[src/rtl/rtc_i2c_regport.sv]
`timescale 1ns/1ps
module rtc_i2c_regport #(
  parameter logic [6:0] DEV_ADDR = 7'h68,
  parameter int AW = 6
) (
  input  logic          clk,
  input  logic          rst_n,
  input  logic          scl_in,
  input  logic          sda_in,
  output logic          sda_oe,
  input  logic          pwr_fail,
  output logic [AW-1:0] reg_addr,
  output logic          reg_wr,
  output logic [7:0]    reg_wdata,
  output logic          reg_rd,
  input  logic [7:0]    reg_rdata
);
  typedef enum logic [2:0] {S_IDLE, S_ADDR, S_AACK, S_RX, S_RACK, S_TX, S_TACK} st_t;

  logic [1:0] scl_sy, sda_sy;
  logic scl_q, sda_q;
  st_t st;
  logic [3:0] cnt;
  logic [7:0] sh;
  logic rw, first, mack, oe;
  logic [AW-1:0] ptr;

  wire scl_s = scl_sy[1];
  wire sda_s = sda_sy[1];
  wire start_ev = scl_s & scl_q & sda_q & ~sda_s;
  wire stop_ev  = scl_s & scl_q & ~sda_q & sda_s;
  wire rise = scl_s & ~scl_q;
  wire fall = ~scl_s & scl_q;
  wire byte_done = (cnt == 4'd8);
  wire hit = (sh[7:1] == DEV_ADDR);

  assign sda_oe    = oe;
  assign reg_addr  = ptr;
  assign reg_wdata = sh;
  assign reg_wr = ~pwr_fail & ~start_ev & ~stop_ev & (st == S_RX) & fall & byte_done & ~first;
  assign reg_rd = ~pwr_fail & ~start_ev & ~stop_ev & fall &
                  (((st == S_AACK) & rw) | ((st == S_TACK) & mack));

  always_ff @(posedge clk or negedge rst_n) begin
    if (!rst_n) begin
      scl_sy <= 2'b11;
      sda_sy <= 2'b11;
      scl_q  <= 1'b1;
      sda_q  <= 1'b1;
    end else begin
      scl_sy <= {scl_sy[0], scl_in};
      sda_sy <= {sda_sy[0], sda_in};
      scl_q  <= scl_s;
      sda_q  <= sda_s;
    end
  end

  always_ff @(posedge clk or negedge rst_n) begin
    if (!rst_n) begin
      st <= S_IDLE; cnt <= '0; sh <= '0; rw <= 1'b0;
      first <= 1'b0; mack <= 1'b0; oe <= 1'b0; ptr <= '0;
    end else if (pwr_fail) begin
      st <= S_IDLE; cnt <= '0; oe <= 1'b0; ptr <= '0; mack <= 1'b0;
    end else if (start_ev) begin
      st <= S_ADDR; cnt <= '0; oe <= 1'b0;
    end else if (stop_ev) begin
      st <= S_IDLE; oe <= 1'b0;
    end else begin
      case (st)
        S_ADDR, S_RX: begin
          if (rise && !byte_done) begin
            sh  <= {sh[6:0], sda_s};
            cnt <= cnt + 4'd1;
          end else if (fall && byte_done) begin
            if (st == S_ADDR) begin
              if (hit) begin
                oe <= 1'b1; rw <= sh[0]; st <= S_AACK;
              end else begin
                st <= S_IDLE;
              end
            end else begin
              oe <= 1'b1;
              st <= S_RACK;
              first <= 1'b0;
              if (first) ptr <= sh[AW-1:0];
              else       ptr <= ptr + 1'b1;
            end
          end
        end
        S_AACK: if (fall) begin
          cnt <= '0;
          if (rw) begin
            sh <= reg_rdata; oe <= ~reg_rdata[7]; st <= S_TX;
          end else begin
            oe <= 1'b0; first <= 1'b1; st <= S_RX;
          end
        end
        S_RACK: if (fall) begin
          oe <= 1'b0; cnt <= '0; st <= S_RX;
        end
        S_TX: begin
          if (rise && !byte_done) cnt <= cnt + 4'd1;
          else if (fall) begin
            if (byte_done) begin
              oe <= 1'b0; st <= S_TACK;
            end else begin
              sh <= {sh[6:0], 1'b0}; oe <= ~sh[6];
            end
          end
        end
        S_TACK: begin
          if (rise) begin
            mack <= ~sda_s;
            if (!sda_s) ptr <= ptr + 1'b1;
          end else if (fall) begin
            cnt <= '0;
            if (mack) begin
              sh <= reg_rdata; oe <= ~reg_rdata[7]; st <= S_TX;
            end else begin
              oe <= 1'b0; st <= S_IDLE;
            end
          end
        end
        default: st <= S_IDLE;
      endcase
    end
  end


  pf_release_chk: assert property (@(posedge clk) disable iff (!rst_n)
    pwr_fail |=> (!sda_oe && reg_addr == '0));


  pf_quiet_chk: assert property (@(posedge clk) disable iff (!rst_n)
    pwr_fail |-> (!reg_wr && !reg_rd));


  wr_ack_chk: assert property (@(posedge clk) disable iff (!rst_n)
    reg_wr |=> sda_oe);


  wr_step_chk: assert property (@(posedge clk) disable iff (!rst_n)
    reg_wr |=> reg_addr == AW'($past(reg_addr) + 1'b1));


  drive_hold_chk: assert property (@(posedge clk) disable iff (!rst_n)
    (scl_s && scl_q && !pwr_fail && !$past(pwr_fail)) |-> $stable(sda_oe));


  strobe_excl_chk: assert property (@(posedge clk) disable iff (!rst_n)
    $onehot0({reg_wr, reg_rd}));
endmodule

[config.mk]
export PLATFORM = sky130hd
export DESIGN_NAME = rtc_i2c_regport
export DESIGN_NICKNAME = d
export VERILOG_FILES = /design/src/rtl/rtc_i2c_regport.sv
export SDC_FILE = /design/constraint.sdc
export NUM_CORES = 1
export LEC_CHECK = 0
export BUFFER_PORTS_ARGS = -buffer_cell sky130_fd_sc_hd__buf_2
export CAP_MARGIN = 20
export CELL_PAD_IN_SITES_DETAIL_PLACEMENT = 0
export CELL_PAD_IN_SITES_GLOBAL_PLACEMENT = 1
export CORE_AREA = 3 3 76 78
export DETAILED_ROUTE_END_ITERATION = 7
export DIE_AREA = 0 0 79 81
export MAX_ROUTING_LAYER = met4
export PLACE_DENSITY = 0.78
export SLEW_MARGIN = 20
export SYNTH_ARGS = -nofsm -noshare
export SYNTH_HDL_FRONTEND = slang
export SYNTH_SLANG_ARGS = --single-unit
[constraint.sdc]
create_clock -name clk -period 2.15 [get_ports clk]
set_clock_uncertainty 0.05 [all_clocks]
set_input_delay 0.215 -clock clk [delete_from_list [all_inputs] [get_ports clk]]
set_output_delay 0.215 -clock clk [all_outputs]
set_load 0.03 [all_outputs]
==> impl_metrics.yaml, run 1 <==
detailed_routing:
  wirelength_um: 5349
  vias: 1814
  viasPerCell: 5.651
  postRouteAntennaNets: 0
  post_drt_wl_per_cell_um: 16.66
  first_pass_iters: 4
  drtIter0Drc: 140
  drc_errors: 0
power_and_ir_drop:
  finalPower_mw: 1.998
  power.switching_mw: 0.6875
  power_density_nw_per_um2: 780.0
  p_leak_nw: 1.097
  peakVddDrop_v: 0.0006331
  p_sw_share_pct: 34.41
  power.internal_mw: 1.310
  comb_power_share_pct: 32.6
  clock_power_share_pct: 28.2
  power_frac_seq_pct: 39.2
setup_path:
  critical_path_arrival_ns: 2.23
  worstPathRequired_ns: 2.27
  worstSetupPathType: "reg -> reg"
  critPathCaptureType: "flop"
  reg2regPathDepth: 7
  cp-start-kind: "flop"
  worstPathMaxFanout: 8
global_routing:
  grt_pass1_wl_um: 8411
  grt_use_total_pct: 17.38
  antenna_found_initial: 0
  grt_pass1_vias: 1651
  grt_overflow: 0
  grt_max_degree: 32
sta:
  worstMarginPinSlew_ns: 0.7324
  max_slew_margin_pct: 51.18
  period_share_pct: 98.06
  max_freq_mhz: 474.3
  setup_viol: 0
  period_needed_ns: 2.108
  rsz0062_at_grt: "true"
  setup_slack_ns: 0.04170
  hold_viol_final: 0
  final_max_slew_viol_count: 0
final_layout:
  n_antenna_cell: 0
  area_delta_synth_final_pct: 27.86
  stdcell_count: 321
  final_cell_area_sq_um: 2561
  post-route-util_pct: 49.83
  nNetsFinal: 267
  drive_above_1_share_pct: 36.25
place:
  dp_hpwl_um: 3764
  placed_cells: 308
  dp_slack_ns: 0.004972
  placed_area_sq_um: 2369
  globalplace.congestion: 0.8846
  io_buffers: 29
logic_synthesis:
  yosysTopAreaCell: "dfrtp_1"
  syn_area_sq_um: 2003
  post_synth.cell_area_avg_sq_um: 9.677
  ys_seq_area_share_pct: 39.10
  synth_nets: 223
  synthFlopType: "dfrtp_1"
  syn-instance-count: 207
  synthTopCellsByArea: "dfrtp_1 (31%), mux2_2 (9.0%), dfstp_2 (7.9%)"
  ys_async_sr_fraction_pct: 100.0
  ys_ff_latch: 31
  yosys_warnings: 0
  yosysUniqueCellTypes: 56
  synth_edf_count: 0
  yosysTopAreaCellShare_pct: 31.23
floorplan:
  die_area_sq_um: 6399
  die_x_um: 79
  core_area_sq_um: 5140
  row_count: 26
  initial_core_util_pct: 38.97
  die_h_um: 81
  num_io_pins: 30
clock_network:
  cts_tree: "yes"
  cts_sinks: 31
  cts_root_buf: "clkbuf_8"
  cts-buffers-inserted: 5
  clk_pin_slew_ns: 0.07
  clockBufferDepth: 2
  htreeDepth: 2
  clk_latency_ns: 0.29
min_path:
  hold_path.class: "in -> reg"
  min_delay_path_depth: 3
run_status:
  outcome: "complete, no violations"
run:
  cap_violations: 0
## critical path, cell delays in order, from the launching register on
cell,delay (ns)
dfrtp_1,0.38
inv_2,0.07
ha_4,0.15
and3b_1,0.17
or4_4,0.43
a211oi_4,0.28
buf_12,0.18
mux2_4,0.29
## final cells by class
class                           instances  area, sq um
Tap cell                               70        87.58
Sequential cell                        31        783.3
Fill cell                             513         2579
Clock buffer                            6        72.57
Timing Repair Buffer                   53        351.6
Clock inverter                          1        30.03
Inverter                                9        33.78
Multi-Input combinational cell        151         1202
## metal layers
layer | track usage [%] | vias to the layer above | routed length (um)
met3 | 3.548 | 6 | 236
li1 | - | 883 | -
met2 | 24.83 | 49 | 2448
met4 | 5.155 | 0 | 51
met1 | 24.83 | 876 | 2612
met5 | - | - | 0
## cells in the final DEF (no fill, tap or decap), types with 3 or more instances in the layout
master / n
clkbuf_8: 5
a31oi_1: 3
dlygate4sd3_1: 3
a21oi_1: 9
inv_1: 6
buf_4: 20
o211ai_1: 4
mux2_2: 8
mux2i_1: 6
nand3b_1: 4
a221oi_1: 3
nand2b_1: 10
nor2_1: 9
nor3_1: 5
nand2_1: 9
or3_1: 4
mux2_4: 8
buf_2: 28
o32ai_1: 5
a41oi_1: 3
a211oi_1: 3
nand3_1: 7
o21ai_0: 6
dfrtp_1: 25
dfstp_2: 6
## power by group through the flow
stage | registers (mW) | logic, mW | clock network (mW)
after floorplan | 0.885 | 0.326 | 0
after global placement | 0.790 | 0.629 | 0
after detailed placement | 0.789 | 0.635 | 0
after CTS | 0.781 | 0.645 | 0.572
after global routing | 0.797 | 0.691 | 0.592
final | 0.783 | 0.650 | 0.564
## cell usage after synthesis, types with 4 or more instances
| master | instances |
|---|---|
| nor3_1 | 5 |
| clkbuf_1 | 12 |
| a21oi_1 | 9 |
| inv_1 | 8 |
| nand3_1 | 7 |
| nand3b_1 | 4 |
| o211ai_1 | 4 |
| nand2b_1 | 10 |
| o21ai_0 | 6 |
| mux2i_1 | 6 |
| dfrtp_1 | 25 |
| nor2_1 | 9 |
| dfstp_2 | 6 |
| o32ai_1 | 5 |
| nand2_1 | 9 |
| mux2_2 | 16 |
| or3_1 | 4 |
## kinds of logic (layout without fill, tap and decap cells)
family                     after synthesis  after routing  share of synthesized area (%)
adders and majority gates                3              3                          1.874
and+or+nand+nor                         66             66                          19.24
AOI/OAI and AO/OA                       59             59                          22.49
buffers and inverters                   25             69                          4.871
xor gates and xnor gates                 1              1                         0.4373
DFF                                     31             31                          39.10
muxes                                   22             22                          11.99
## sequential cells by signal, summed over array words and instances, names as in the netlist
register and flops:
scl_q 1, reg_wdata 8, cnt 4, mack 1
sda_q 1, sda_oe 1, rw 1, scl_sy 2
first 1, sda_sy 2, reg_addr 6, st 3
## final timing paths
path | from | end | slack (ns)
min in group asynchronous | rst_n | rw | 0.48
min | reg_rdata[2] | reg_wdata[2] | 0.23
min reg2reg | sda_sy[0] | sda_sy[1] | 0.31
max | cnt[1] | reg_wdata[7] | 0.04
max reg2reg | cnt[1] | reg_wdata[7] | 0.04
max in group asynchronous | rst_n | cnt[3] | 1.09
## repair_timing
item | CTS | global route
pin swaps | 1 | 0
buffers inserted | 0 | 3
gates resized for setup | 3 | 4
endpoints found under the hold margin | 27 | 0
hold buffers | 3 | 0
endpoints found under the setup margin | 2 | 11
## stage by stage
step / hold WS, ns / setup TNS, ns
3_5_place_dp: 0.2624 / 0
5_1_grt: 0.2335 / -0.06972
3_3_place_gp: 0.2658 / 0
2_1_floorplan: -0.1306 / -1.222
4_1_cts: 0.2316 / 0
6_report: 0.2347 / 0
Note: power is estimated with default switching activity, not from simulation.
==> inputs of run 2 (changes only) <==
Settings changed: REMOVE_ABC_BUFFERS set to 1.
==> impl_metrics.yaml, run 2 (synthesis results as in run 1) <==
floorplan:
  num_io_pins: 30
  initial_core_util_pct: 38.97
  die_x_um: 79
  core_area_sq_um: 5140
  row_count: 26
  die_h_um: 81
  die_area_sq_um: 6399
final_layout:
  n_antenna_cell: 0
  largest_register_ffs: 8
  area_delta_synth_final_pct: 30.29
  drive_above_1_share_pct: 38.85
  post-route-util_pct: 50.78
  nNetsFinal: 275
  final_cell_mix: "buf_2 (28), buf_4 (28), dfrtp_1 (24)"
  fillers: 506
  final_cell_area_sq_um: 2610
  stdcell_count: 330
min_path:
  hold_path.class: "in -> reg"
detailed_routing:
  postRouteAntennaNets: 0
  vias: 1856
  viasPerCell: 5.624
  post_drt_wl_per_cell_um: 16.22
  drtIter0Drc: 253
  wirelength_um: 5352
  drc_errors: 0
  first_pass_iters: 5
sta:
  period_needed_ns: 2.143
  period_share_pct: 99.67
  max_freq_mhz: 466.7
  worstMarginPinSlew_ns: 0.7019
  hold_viol_final: 0
  max_slew_margin_pct: 53.21
  final_max_slew_viol_count: 0
  setup_slack_ns: 0.007106
  rsz0062_at_grt: "true"
  setup_viol: 0
power_and_ir_drop:
  clock_power_share_pct: 25.9
  p_sw_share_pct: 34.87
  power.switching_mw: 0.6794
  power.internal_mw: 1.269
  peakVddDrop_v: 0.0005121
  power_frac_seq_pct: 41.0
  comb_power_share_pct: 33.1
  power_density_nw_per_um2: 746.5
  p_leak_nw: 1.134
setup_path:
  worstPathRequired_ns: 2.25
  cp-start-kind: "flop"
  worstSetupPathType: "reg -> reg"
  critical_path_arrival_ns: 2.25
  critPathCaptureType: "flop"
  worstPathMaxFanout: 8
clock_network:
  cts_sinks: 31
  cts_root_buf: "clkbuf_8"
  clk_latency_ns: 0.28
  clk_pin_slew_ns: 0.06
  cts_tree: "yes"
  cts-buffers-inserted: 5
  htreeDepth: 2
  clockBufferDepth: 2
global_routing:
  grt_overflow: 0
  grt_use_total_pct: 17.93
  grt_max_degree: 32
  antenna_found_initial: 0
  grt_pass1_wl_um: 8832
  grt_pass1_vias: 1715
place:
  dp_slack_ns: -0.05711
  io_buffers: 29
  placed_area_sq_um: 2387
  placed_cells: 317
  globalplace.congestion: 0.9127
  dp_hpwl_um: 3868
run_status:
  outcome: "complete, no violations"
run:
  cap_violations: 0
==> run 2: area by class of cell <==
type / instances / area [sq um] / area share, %
clock buffer: 8 / 100.1 / 3.835
inverter: 9 / 33.78 / 1.294
multi-input combinational: 151 / 1192 / 45.69
sequential: 31 / 784.5 / 30.06
tap: 70 / 87.58 / 3.356
timing repair buffer: 61 / 411.6 / 15.77
==> run 2: timing repair <==
item,CTS,global route
resized for setup,16,6
hold buffers,3,0
setup buffers,1,1
hold endpoints to repair,27,0
setup endpoints to repair,9,13
pin swaps,0,0
==> run 2: path summary, 6_finish.rpt <==
check                      slack [ns]  cells past startpoint          from           end
setup / recovery                0.007                      7        cnt[0]  reg_wdata[3]
hold / removal                   0.26                      3  reg_rdata[2]  reg_wdata[2]
setup reg to reg                0.007                      7        cnt[0]  reg_wdata[3]
hold reg to reg                  0.31                      0     sda_sy[0]     sda_sy[1]
max in group asynchronous        1.06                      2         rst_n         st[2]
min in group asynchronous        0.49                      2         rst_n        cnt[2]
==> run 2: worst max-delay path, cell delays in order (launching register included) <==
cell	delay, ns
dfrtp_1	0.36
inv_2	0.06
ha_4	0.15
and3b_1	0.18
or4_4	0.49
a211oi_4	0.26
buf_12	0.17
mux2_4	0.30
==> run 2: power groups by stage <==
stage / combinational, mW / clock, mW / sequential (mW)
after floorplan: 0.242 / 0 / 0.906
after global placement: 0.583 / 0 / 0.802
after detailed placement: 0.588 / 0 / 0.802
after CTS: 0.647 / 0.522 / 0.795
after global routing: 0.695 / 0.553 / 0.814
final: 0.646 / 0.504 / 0.799
==> run 2: routing by layer <==
layer | vias up | global-route usage, % | share of wire [%]
met4 | 0 | 4.296 | 0.67
li1 | 896 | - | -
met1 | 913 | 25.40 | 48
met5 | - | - | 0
met3 | 2 | 3.991 | 4.0
met2 | 45 | 26.09 | 47
==> run 2: stage by stage <==
stage               hold WS (ns)  TNS (ns)  power [mW]
floorplan                -0.1306    -1.089       1.148
global placement          0.2547   -0.1253       1.385
detailed placement        0.2609   -0.4121       1.390
CTS                       0.2476  -0.03579       1.965
global route              0.2482   -0.4829       2.061
finish                    0.2576         0       1.948
==> inputs of run 3 (changes only) <==
Settings changed: ABC_AREA set to 1, CORE_AREA 3 3 76 78 to 3 3 79 81, DIE_AREA 0 0 79 81 to 0 0 82 84, PLACE_DENSITY 0.78 to 0.79.
==> impl_metrics.yaml, run 3 <==
final_layout:
  layout_commonest_cell: "nand2_1"
  largest_register_ffs: 8
  fillers: 608
  drive_above_1_share_pct: 23.60
  area_delta_synth_final_pct: 22.17
  nNetsFinal: 354
  n_antenna_cell: 0
  final_cell_mix: "nand2_1 (107), nand3_1 (36), buf_2 (28)"
logic_synthesis:
  synth_edf_count: 0
  synth_most_common_cell: "nand2_1"
  ys_async_sr_fraction_pct: 100.0
  yosysUniqueCellTypes: 29
  syn-instance-count: 296
  yosys-top-cells-count: "nand2_1 (108), nand3_1 (38), nor2_1 (27)"
  yosysTopAreaCellShare_pct: 30.45
  yosysTopAreaCell: "dfrtp_1"
  yosys_warnings: 0
  synthFlopType: "dfrtp_1"
  post_synth.cell_area_avg_sq_um: 6.941
  ys_seq_area_share_pct: 38.12
  synthTopCellsByArea: "dfrtp_1 (30%), nand2_1 (20%), nand3_1 (9.3%)"
  ys_ff_latch: 31
  syn_area_sq_um: 2054
detailed_routing:
  first_pass_iters: 5
  postRouteAntennaNets: 0
  vias: 1993
  drc_errors: 0
  viasPerCell: 4.849
  drtIter0Drc: 93
  post_drt_wl_per_cell_um: 13.06
  wirelength_um: 5368
setup_path:
  critPathCaptureType: "primary output"
  worstSetupPathType: "reg -> out"
  r2r_start: "st[0]"
  cp-start-kind: "flop"
  worstPathMaxFanout: 6
  rr_endpoint: "reg_wdata[5]"
  r2r_slack_ns: 0.34
  critical_path_arrival_ns: 1.74
  reg2regPathDepth: 10
  worstPathRequired_ns: 1.88
sta:
  setup_viol: 0
  setup_slack_ns: 0.1420
  period_needed_ns: 2.008
  worstMarginPinSlew_ns: 0.7435
  holdWs_ns: 0.1606
  max_slew_margin_pct: 50.44
  period_share_pct: 93.40
  hold_viol_final: 0
  max_freq_mhz: 498.0
  final_max_slew_viol_count: 0
place:
  dp_hpwl_um: 3980
  io_buffers: 29
  globalplace.congestion: 0.8931
  dp_slack_ns: 0.1899
clock_network:
  clockBufferDepth: 2
  clk_pin_slew_ns: 0.07
  cts_tree: "yes"
  cts_sinks: 31
  cts_root_buf: "clkbuf_8"
  clk_latency_ns: 0.28
  cts-buffers-inserted: 5
  htreeDepth: 2
power_and_ir_drop:
  power_density_nw_per_um2: 555.9
  peakVddDrop_v: 0.0004271
  p_leak_nw: 1.337
  p_sw_share_pct: 25.99
  power_frac_seq_pct: 45.1
  clock_power_share_pct: 43.5
  power.switching_mw: 0.3626
  power.internal_mw: 1.033
  comb_power_share_pct: 11.4
global_routing:
  grt_max_degree: 32
  grt_pass1_wl_um: 9232
  grt_overflow: 0
  antenna_found_initial: 0
  grt_use_total_pct: 17.50
  grt_pass1_vias: 1925
floorplan:
  core_area_sq_um: 5540
  num_io_pins: 30
  die_h_um: 84
  die_area_sq_um: 6888
  die_x_um: 82
  row_count: 27
  initial_core_util_pct: 37.08
run:
  cap_violations: 0
run_status:
  outcome: "complete, no violations"
min_path:
  hp-start: "pwr_fail"
  hold_path.class: "in -> reg"
  whs_endpoint: "mack"
  min_delay_path_depth: 2
[run 3: power by group through the flow]
stage	sequential [mW]	clock, mW	combinational (mW)
finish	0.629	0.606	0.160
global route	0.633	0.652	0.179
CTS	0.629	0.623	0.158
detailed placement	0.640	0	0.153
global placement	0.639	0	0.152
floorplan	0.660	0	0.0685
[run 3: critical path: stages (launching register included)]
cell and delay [ns]:
dfrtp_1 0.46, inv_2 0.12, nand2_2 0.12, nor2_4 0.18, nand2_1 0.06, o21ai_0 0.11, and3_1 0.21, buf_2 0.20
[run 3: metrics by stage]
step                      std cells  cell area (sq um)  util, %  setup TNS, ns  power (mW)
after floorplan                 292               2031        -              0      0.7288
after global placement          396               2288    41.31              0      0.7910
after detailed placement        396               2288    41.31              0      0.7923
after CTS                       407               2445    44.13              0       1.410
after global routing            411               2510    45.30      -0.009776       1.464
final                           411               2510    45.30              0       1.395
[run 3: timing repair]
| action | in CTS | in global routing |
|---|---|---|
| resized for setup | 3 | 10 |
| pin swaps | 0 | 3 |
| setup buffers | 0 | 4 |
| endpoints found under the setup margin | 1 | 2 |
| endpoints found under the hold margin | 27 | 0 |
| hold buffers | 3 | 0 |
[run 3: cells by family (layout without fill, tap and decap cells)]
logic type,count (synthesis),count (layout),synth area share (%)
flops,31,31,38.12
compound gates,25,25,6.334
buf+inv,34,77,6.638
fa+ha+maj,3,3,1.827
xor+xnor,4,4,1.706
simple gates,199,199,45.37
[run 3: how the worst max path moves through the flow]
stage | from | end | slack, ns | cells past startpoint
2_1_floorplan | sda_sy[1] | reg_wr | 0.32 | 6
3_3_place_gp | sda_sy[1] | reg_wr | 0.19 | 7
3_5_place_dp | sda_sy[1] | reg_wdata[0] | 0.19 | 7
4_1_cts | st[2] | reg_wr | 0.02 | 8
5_1_grt | st[0] | reg_wr | -0.01 | 7
6_report | st[0] | reg_rd | 0.14 | 7
[run 3: layout make-up]
cell class	count	area (sq um)	area share (%)
tap	72	90.09	3.589
inverter	30	112.6	4.487
timing repair buffer	39	230.2	9.172
clock inverter	2	35.03	1.396
sequential	31	785.8	31.31
multi-input combinational	231	1174	46.76
clock buffer	6	82.58	3.290
[run 3: routing by layer]
layer / vias to the layer above / GRT usage [%] / wire length, um
met2: 47 / 25.42 / 2479
met1: 903 / 24.60 / 2612
li1: 1038 / - / -
met3: 5 / 3.456 / 225
met5: - / - / 0
met4: 0 / 4.834 / 51
